[src/rtl/uart_os_rx_pkg.sv]
package uart_os_rx_pkg;
  typedef enum logic [2:0] {
    ST_IDLE,
    ST_START,
    ST_DATA,
    ST_STOP,
    ST_BREAK
  } rx_state_e;
endpackage

[src/rtl/rx_sync.sv]
module rx_sync #(
  parameter int unsigned STAGES  = 2,
  parameter logic        RST_VAL = 1'b1
) (
  input  logic clk_i,
  input  logic rst_ni,
  input  logic d_i,
  output logic q_o
);
  logic [STAGES-1:0] chain_q;

  always_ff @(posedge clk_i or negedge rst_ni) begin
    if (!rst_ni) chain_q <= {STAGES{RST_VAL}};
    else         chain_q <= {chain_q[STAGES-2:0], d_i};
  end

  assign q_o = chain_q[STAGES-1];

  generate
    if (STAGES == 2) begin : g_chk2
      logic [1:0] settle_q;
      always_ff @(posedge clk_i or negedge rst_ni) begin
        if (!rst_ni)              settle_q <= '0;
        else if (settle_q != 2'd2) settle_q <= settle_q + 2'd1;
      end
      assert_sync_delay_R2: assert property (@(posedge clk_i) disable iff (!rst_ni)
        (settle_q == 2'd2) |-> (q_o == $past(d_i, 2)));
    end
  endgenerate
endmodule

[src/rtl/rx_frame.sv]
module rx_frame
  import uart_os_rx_pkg::*;
#(
  parameter int unsigned DATA_BITS  = 8,
  parameter int unsigned OVERSAMPLE = 16
) (
  input  logic                 clk_i,
  input  logic                 rst_ni,
  input  logic                 tick_i,
  input  logic                 line_i,
  output logic [DATA_BITS-1:0] byte_o,
  output logic                 valid_o
);
  localparam int unsigned CNT_W = $clog2(OVERSAMPLE);
  localparam int unsigned BIT_W = (DATA_BITS > 1) ? $clog2(DATA_BITS) : 1;
  localparam logic [CNT_W-1:0] HALF_LAST = CNT_W'(OVERSAMPLE / 2 - 1);
  localparam logic [CNT_W-1:0] FULL_LAST = CNT_W'(OVERSAMPLE - 1);
  localparam logic [BIT_W-1:0] BIT_LAST  = BIT_W'(DATA_BITS - 1);

  rx_state_e            state_q;
  logic [CNT_W-1:0]     cnt_q;
  logic [BIT_W-1:0]     bit_q;
  logic [DATA_BITS-1:0] shift_q;
  logic                 valid_q;

  always_ff @(posedge clk_i or negedge rst_ni) begin
    if (!rst_ni) begin
      state_q <= ST_IDLE;
      cnt_q   <= '0;
      bit_q   <= '0;
      shift_q <= '0;
      valid_q <= 1'b0;
    end else begin
      valid_q <= 1'b0;
      if (tick_i) begin
        unique case (state_q)
          ST_IDLE: begin
            cnt_q <= '0;
            if (!line_i) state_q <= ST_START;
          end
          ST_START: begin
            if (cnt_q == HALF_LAST) begin
              cnt_q   <= '0;
              bit_q   <= '0;
              state_q <= line_i ? ST_IDLE : ST_DATA;  // high again: glitch
            end else begin
              cnt_q <= cnt_q + 1'b1;
            end
          end
          ST_DATA: begin
            if (cnt_q == FULL_LAST) begin
              cnt_q   <= '0;
              shift_q <= {line_i, shift_q[DATA_BITS-1:1]};  // first bit ends at LSB
              bit_q   <= bit_q + 1'b1;
              if (bit_q == BIT_LAST) state_q <= ST_STOP;
            end else begin
              cnt_q <= cnt_q + 1'b1;
            end
          end
          ST_STOP: begin
            if (cnt_q == FULL_LAST) begin
              cnt_q <= '0;
              if (line_i) begin
                valid_q <= 1'b1;
                state_q <= ST_IDLE;
              end else begin
                state_q <= ST_BREAK;
              end
            end else begin
              cnt_q <= cnt_q + 1'b1;
            end
          end
          ST_BREAK: begin
            if (line_i) state_q <= ST_IDLE;
          end
          default: state_q <= ST_IDLE;
        endcase
      end
    end
  end

  assign byte_o  = shift_q;
  assign valid_o = valid_q;

  assert_hold_without_tick_R9: assert property (@(posedge clk_i) disable iff (!rst_ni)
    !tick_i |=> ($stable(state_q) && $stable(cnt_q) && !valid_q));
  assert_valid_needs_stop_R6: assert property (@(posedge clk_i) disable iff (!rst_ni)
    (tick_i && state_q == ST_STOP && cnt_q == FULL_LAST && !line_i) |=> !valid_q);
  assert_glitch_to_idle_R3: assert property (@(posedge clk_i) disable iff (!rst_ni)
    (tick_i && state_q == ST_START && cnt_q == HALF_LAST && line_i) |=> state_q == ST_IDLE);
  assert_break_wait_R5: assert property (@(posedge clk_i) disable iff (!rst_ni)
    (state_q == ST_BREAK && !line_i) |=> state_q == ST_BREAK);
endmodule

[src/rtl/rx_buffer.sv]
module rx_buffer #(
  parameter int unsigned WIDTH = 8
) (
  input  logic             clk_i,
  input  logic             rst_ni,
  input  logic             valid_i,
  input  logic [WIDTH-1:0] byte_i,
  input  logic             rd_i,
  output logic [WIDTH-1:0] data_o,
  output logic             avail_o
);
  logic [WIDTH-1:0] data_q;
  logic             avail_q;

  always_ff @(posedge clk_i or negedge rst_ni) begin
    if (!rst_ni) begin
      data_q  <= '0;
      avail_q <= 1'b0;
    end else if (valid_i) begin
      data_q  <= byte_i;  // overwrites any unread byte
      avail_q <= 1'b1;
    end else if (rd_i) begin
      avail_q <= 1'b0;
    end
  end

  assign data_o  = data_q;
  assign avail_o = avail_q;

  assert_load_sets_flag_R6: assert property (@(posedge clk_i) disable iff (!rst_ni)
    valid_i |=> (avail_o && data_o == $past(byte_i)));
  assert_read_clears_R7: assert property (@(posedge clk_i) disable iff (!rst_ni)
    (rd_i && !valid_i) |=> !avail_o);
  assert_data_held_R5: assert property (@(posedge clk_i) disable iff (!rst_ni)
    !valid_i |=> $stable(data_o));
  assert_flag_rise_R8: assert property (@(posedge clk_i) disable iff (!rst_ni)
    $rose(avail_o) |-> $past(valid_i));
endmodule

[src/rtl/uart_os_rx.sv]
module uart_os_rx #(
  parameter int unsigned DATA_BITS   = 8,
  parameter int unsigned OVERSAMPLE  = 16,
  parameter int unsigned SYNC_STAGES = 2
) (
  input  logic                 clk_i,
  input  logic                 rst_ni,
  input  logic                 tick_i,
  input  logic                 rxd_i,
  input  logic                 rd_i,
  output logic [DATA_BITS-1:0] data_o,
  output logic                 avail_o
);
  logic                 line_s;
  logic [DATA_BITS-1:0] frame_byte;
  logic                 frame_valid;

  rx_sync #(.STAGES(SYNC_STAGES), .RST_VAL(1'b1)) u_sync (
    .clk_i (clk_i),
    .rst_ni(rst_ni),
    .d_i   (rxd_i),
    .q_o   (line_s)
  );

  rx_frame #(.DATA_BITS(DATA_BITS), .OVERSAMPLE(OVERSAMPLE)) u_frame (
    .clk_i  (clk_i),
    .rst_ni (rst_ni),
    .tick_i (tick_i),
    .line_i (line_s),
    .byte_o (frame_byte),
    .valid_o(frame_valid)
  );

  rx_buffer #(.WIDTH(DATA_BITS)) u_buf (
    .clk_i  (clk_i),
    .rst_ni (rst_ni),
    .valid_i(frame_valid),
    .byte_i (frame_byte),
    .rd_i   (rd_i),
    .data_o (data_o),
    .avail_o(avail_o)
  );
endmodule

[config.mk]
export PLATFORM = sky130hd
export DESIGN_NAME = uart_os_rx
export DESIGN_NICKNAME = d
export VERILOG_FILES = /design/src/rtl/uart_os_rx_pkg.sv /design/src/rtl/rx_sync.sv /design/src/rtl/rx_frame.sv /design/src/rtl/rx_buffer.sv /design/src/rtl/uart_os_rx.sv
export SDC_FILE = /design/constraint.sdc
export NUM_CORES = 1
export LEC_CHECK = 0
export CAP_MARGIN = 20
export CELL_PAD_IN_SITES_DETAIL_PLACEMENT = 1
export CELL_PAD_IN_SITES_GLOBAL_PLACEMENT = 1
export CORE_ASPECT_RATIO = 1.25
export CORE_MARGIN = 10
export CORE_UTILIZATION = 45
export CTS_CLUSTER_SIZE = 25
export DETAILED_ROUTE_END_ITERATION = 12
export DONT_BUFFER_PORTS = 1
export GPL_TIMING_DRIVEN = 0
export PLACE_DENSITY = 0.8
export SYNTH_ARGS = -nofsm -noshare
export SYNTH_HDL_FRONTEND = slang
export SYNTH_SLANG_ARGS = --single-unit
export TNS_END_PERCENT = 5
[constraint.sdc]
create_clock -name clk_i -period 1.7 [get_ports clk_i]
set_input_delay 0.085 -clock clk_i [delete_from_list [all_inputs] [get_ports clk_i]]
set_output_delay 0.085 -clock clk_i [all_outputs]
set_load 0.01 [all_outputs]
# Word level (Yosys, flattened, before mapping)
# Index checks and enable logic that the tools add are counted.
# classes
eq_ne	13
add_sub_neg	2
muxes	21
reduce_logical	9
# op_table
operator	count
$mux W3	9
$pmux W3 S5	1
$pmux W4 S3	1
$mux W4	2
$ne A2 B1 Y1 const B	4
$reduce_and A7 Y1	1
$eq A3 B2 Y1 const B	2
$eq A3 B3 Y1 const B	2
$mux W1	6
$pmux W3 S2	1
$add A4 B1 Y4 const B	1
$eq A4 B3 Y1 const B	1
$eq A4 B4 Y1 const B	1
$ne A2 B2 Y1 const B	2
$reduce_and A4 Y1	1
$reduce_bool A2 Y1	2
$add A3 B1 Y3 const B	1
$eq A3 B1 Y1 const B	1
$logic_not A3 Y1	1
$reduce_and A3 Y1	1
$reduce_bool A3 Y1	1
$mux W2	1
$reduce_and A2 Y1	1
$reduce_or A2 Y1	1
# word_totals
regBits	30
elab_cells	53
output_inout_bits	9

# Longest topological paths before layout
# depth
depth_word	4
depth_mapped	5
depth_no_buf	5

# Modules after synthesis
# Synthesis repeated with hierarchy kept, for this count alone.
# hier_totals
hier_cells	110
hier_area_um2	1416.4
# modules_own_cells
mod	area_per_inst_um2	cells_per_inst	instances
rx_frame	994.7	88	1
rx_buffer	369.1	20	1
rx_sync	52.6	2	1

# Least setup slack after synthesis
# Ideal clock, no wire load.
# synth_path
path_kind	flip-flop to flip-flop
from	register u_frame.cnt_q[0]
to	register u_frame.shift_q[0] (netlist: u_frame.byte_o[0])
n_path_buf	1
arrival_ns	1.602
setup_ns	0.125
synth_period_minus_slack_ns	1.727
slack_ns	-0.027
path_stages_with_launch	6
cell_sequence	dfrtp_1 -> ha_1 -> nand3_1 -> or4_4 -> buf_6 -> mux2_4
# synth_via
elab_chain_len	2
# synth_rtl
item	line	text
from (decl)	rx_frame.sv:21	logic [CNT_W-1:0] cnt_q;
from (signal assigned)	rx_frame.sv:47	cnt_q <= cnt_q + 1'b1;
from (signal assigned)	rx_frame.sv:57	cnt_q <= cnt_q + 1'b1;
from (signal assigned)	rx_frame.sv:70	cnt_q <= cnt_q + 1'b1;
$eq A4 B4 Y1	rx_frame.sv:51	if (cnt_q == FULL_LAST) begin
$reduce_and A3 Y1 (no source line)	-	
to (signal assigned)	rx_frame.sv:53	shift_q <= {line_i, shift_q[DATA_BITS-1:1]};
to (decl)	rx_frame.sv:23	logic [DATA_BITS-1:0] shift_q;
# No other way between the ends.
# A chain may end at the register's enable or synchronous reset.

# Final worst setup path
# layout_path
from	register u_frame.cnt_q[0]
to	register u_frame.shift_q[7] (netlist: u_frame.byte_o[7])
# The elaborated chain is that of the path after synthesis.

==> out/results.ini <==
[global_routing]
grt-ovfl-total = 0
grt_pass1_vias = 969
antenna_found_initial = 0
grt_usage = 0.101
grt_pass1_wl_um = 4640
grt_max_degree = 31

[power_and_ir_drop]
p_per_area_mw_per_mm2 = 1320
seqPwrFrac = 0.471
internal_power_mw = 1.44
swShare = 0.335
p_switching_mw = 0.726
power.leakage_nw = 0.805
clock_power_share = 0.200
vdd_drop_max_v = 0.000812
total_power_mw = 2.17
pwr-share-comb = 0.329

[job]
maxCapViolations = 0

[sta]
fmax_mhz = 567
whs_ns = -0.00698
drv_slew = 0
slew_headroom = 0.674
fin_crit_sh = 1.04
fin_skew_ns = 0.00926
hold_viol = 2
fin_ws_ns = -0.0644
finalSetupViolations = 8
worst-slew-pin-transition_ns = 0.489
rsz0062_at_grt = true
fin_setup_tns_ns = -0.368
period_minus_slack_ns = 1.76

[clock_tree]
worstSkewPairLatency_ns = 0.32
cts_inserted_buffers = 5
clkTransAtPathRegs_ns = 0.09
h-tree-depth = 2
cts_sinks = 30
cts_tree = built
cts.root.buffer_cell = clkbuf_4
clock_path_buffers = 2

[synth]
seq_area_frac_synth = 0.547
synth-seq-cells = 30
ys.warnings.count = 0
synth_area_leader_cell = dfrtp_1
syn_avg_cell_area_um2 = 12.8
synthTopCellsByArea = dfrtp_1 (51%), mux2_2 (9.0%), mux2_4 (8.7%), dfstp_2 (3.8%), ha_1 (2.7%)
netlist_area_mm2 = 0.00138
synthCells = 108
syn-num-nets = 116
synth_top_area_share = 0.509
yosysUniqueCellTypes = 35

[hold_path]
hold_start = tick_i
hp-class = primary input to flip-flop

[worst_setup_path]
rr_startpoint = u_frame.cnt_q[0]$_DFFE_PN0P_
worstPathCellList = ha_4 -> nand3_4 -> or4_4 -> clkbuf_16 -> mux2_4
cp_num_buf_inv = 1
crit_fanout = 5
critPathLaunch = u_frame.cnt_q[0]$_DFFE_PN0P_
crit_required_ns = 1.91
r2r_slack_ns = -0.06
worstPathArrival_ns = 1.97
slowest_delay_ns = 0.47
critical_path.top_delay_family = simple AND/OR/NAND/NOR gates
crit_type = flip-flop to flip-flop
cpMaxStageDelayCell = or4_4
cp-start-kind = flip-flop
end_kind = flip-flop

[floorplanning]
num_rows = 22
io_pins = 14
initial_core_util = 0.468
fp.dieW_um = 69.5
die_y_um = 81.9
core-area_mm2 = 0.00295
die_area_mm2 = 0.00569

[outcome]
status = finished with violations
failed_checks = negative hold slack, negative setup slack

[route]
wl_per_cell_um = 17.2
remaining_drc_errors = 0
antenna_left = 0
dr.pass1.iters = 4
drtIter0Drc = 34
route.vias.total = 885
wl_um = 2780
via_per_inst = 5.46

[finish]
multi_input_area_um2 = 617
final_util = 0.558
diodes = 0
seqCellArea_um2 = 754
nFillCells = 299
layout-drive-gt1-share = 0.405
nets = 133
areaGrowthSynthToFinish_pct = 19.3

[place]
preCtsSetupSlack_ns = -0.0964
place_congestion = 0.823
portBuffers = 0
dp_hpwl_um = 1860

[worst register-to-register path: stages (launching register included)]
cell and delay [ns]:
dfrtp_1 0.43, ha_4 0.20, nand3_4 0.09, or4_4 0.47, clkbuf_16 0.18, mux2_4 0.29
[synthesized netlist by cell type]
master    number
a2111o_1       1
a21o_1         1
a21o_2         1
a21oi_1        3
a22oi_1        1
a311oi_1       1
a31o_2         1
and2b_2        1
and3_1         1
and3b_2        2
buf_2          1
buf_6          2
clkbuf_1       2
clkbuf_2       1
dfrtp_1       28
dfstp_2        2
ha_1           3
inv_1          2
mux2_2        11
mux2_4         8
mux2i_1        1
nand2_1        9
nand2b_1       1
nand3_1        2
nor2_1         3
nor2b_1        3
nor3_1         4
nor3b_1        1
o211a_1        1
o21ai_0        5
o22ai_1        1
o31ai_1        1
or2_2          1
or4_4          1
xnor2_1        1
[final timing paths]
kind	end	cells after the start
setup reg to reg	u_frame.byte_o[7]$_DFFE_PN0P_	5
hold / removal	u_frame.cnt_q[2]$_DFFE_PN0P_	3
min in group asynchronous	u_frame.bit_q[0]$_DFFE_PN0P_	2
setup / recovery	u_frame.byte_o[7]$_DFFE_PN0P_	5
hold reg to reg	u_sync.chain_q[1]$_DFF_PN1_	0
max in group asynchronous	u_sync.chain_q[0]$_DFF_PN1_	2
[repair_timing]
action,CTS,global route
setup buffers,0,5
gates cloned,0,1
hold buffers,5,0
pin swaps,0,2
endpoints found under the hold margin,34,0
resized for setup,3,4
endpoints found under the setup margin,11,11
[registers in the layout, indices dropped and copies added, names as in the netlist]
name             count
u_buf.data_o         8
u_frame.byte_o       8
u_frame.cnt_q        4
u_frame.bit_q        3
u_frame.state_q      3
u_sync.chain_q       2
u_buf.avail_o        1
u_frame.valid_o      1
[area by class of cell]
type / count / area share
Sequential cell: 30 / 0.459
Multi-Input combinational cell: 70 / 0.375
Timing Repair Buffer: 11 / 0.0746
Clock buffer: 8 / 0.0358
Tap cell: 36 / 0.0274
Buffer: 5 / 0.0236
Inverter: 2 / 0.00457
[kinds of logic after synthesis]
family,after synthesis,synth area share
compound gates,17,0.0845
mux,20,0.184
xor+xnor,1,0.00636
fa+ha+maj,3,0.0273
buf+inv,8,0.0345
simple gates,29,0.116
flops,30,0.547
[per-stage QoR]
stage	std cells	hold WS, ns	area, um2
3_3_place_gp	144	-0.210	1440
6_report	162	-0.00698	1640
4_1_cts	157	0.0137	1570
5_1_grt	162	0.0154	1640
3_5_place_dp	144	-0.210	1440
2_1_floorplan	108	-0.211	1400
[layer usage]
| metal | wire [um] | vias to the layer above | GRT usage | share of wire |
|---|---|---|---|---|
| met5 | 0 | - | 0 | 0 |
| met4 | 34 | 0 | 0.0544 | 0.012 |
| met3 | 160 | 4 | 0.0350 | 0.057 |
| met2 | 1470 | 19 | 0.179 | 0.53 |
| met1 | 1120 | 447 | 0.104 | 0.40 |
| li1 | - | 415 | - | - |
[placed cells by master, fill, tap and decap left out, drive strengths merged]
cell type,n
dfstp,2
nor2,3
o22ai,1
and2b,1
nor3b,1
a2111o,1
nor2b,3
mux2,19
or2,1
or4,1
dlygate4sd3,4
and3b,2
ha,3
mux2i,1
inv,2
clkbuf,12
a21o,2
o31ai,1
and3,1
a311oi,1
o21ai,5
o211a,1
a21oi,3
nand3,2
buf,8
nor3,4
a31o,1
xnor2,1
dfrtp,28
a22oi,1
nand2b,1
nand2,9
[power groups by stage]
stage	Clock, mW	Combinational, mW	Sequential [mW]
floorplan	0	0.497	0.996
global placement	0	0.571	1.02
detailed placement	0	0.610	1.04
CTS	0.450	0.645	1.03
global route	0.495	0.796	1.05
finish	0.434	0.713	1.02
No activity file was read; power rests on OpenSTA's default activity.
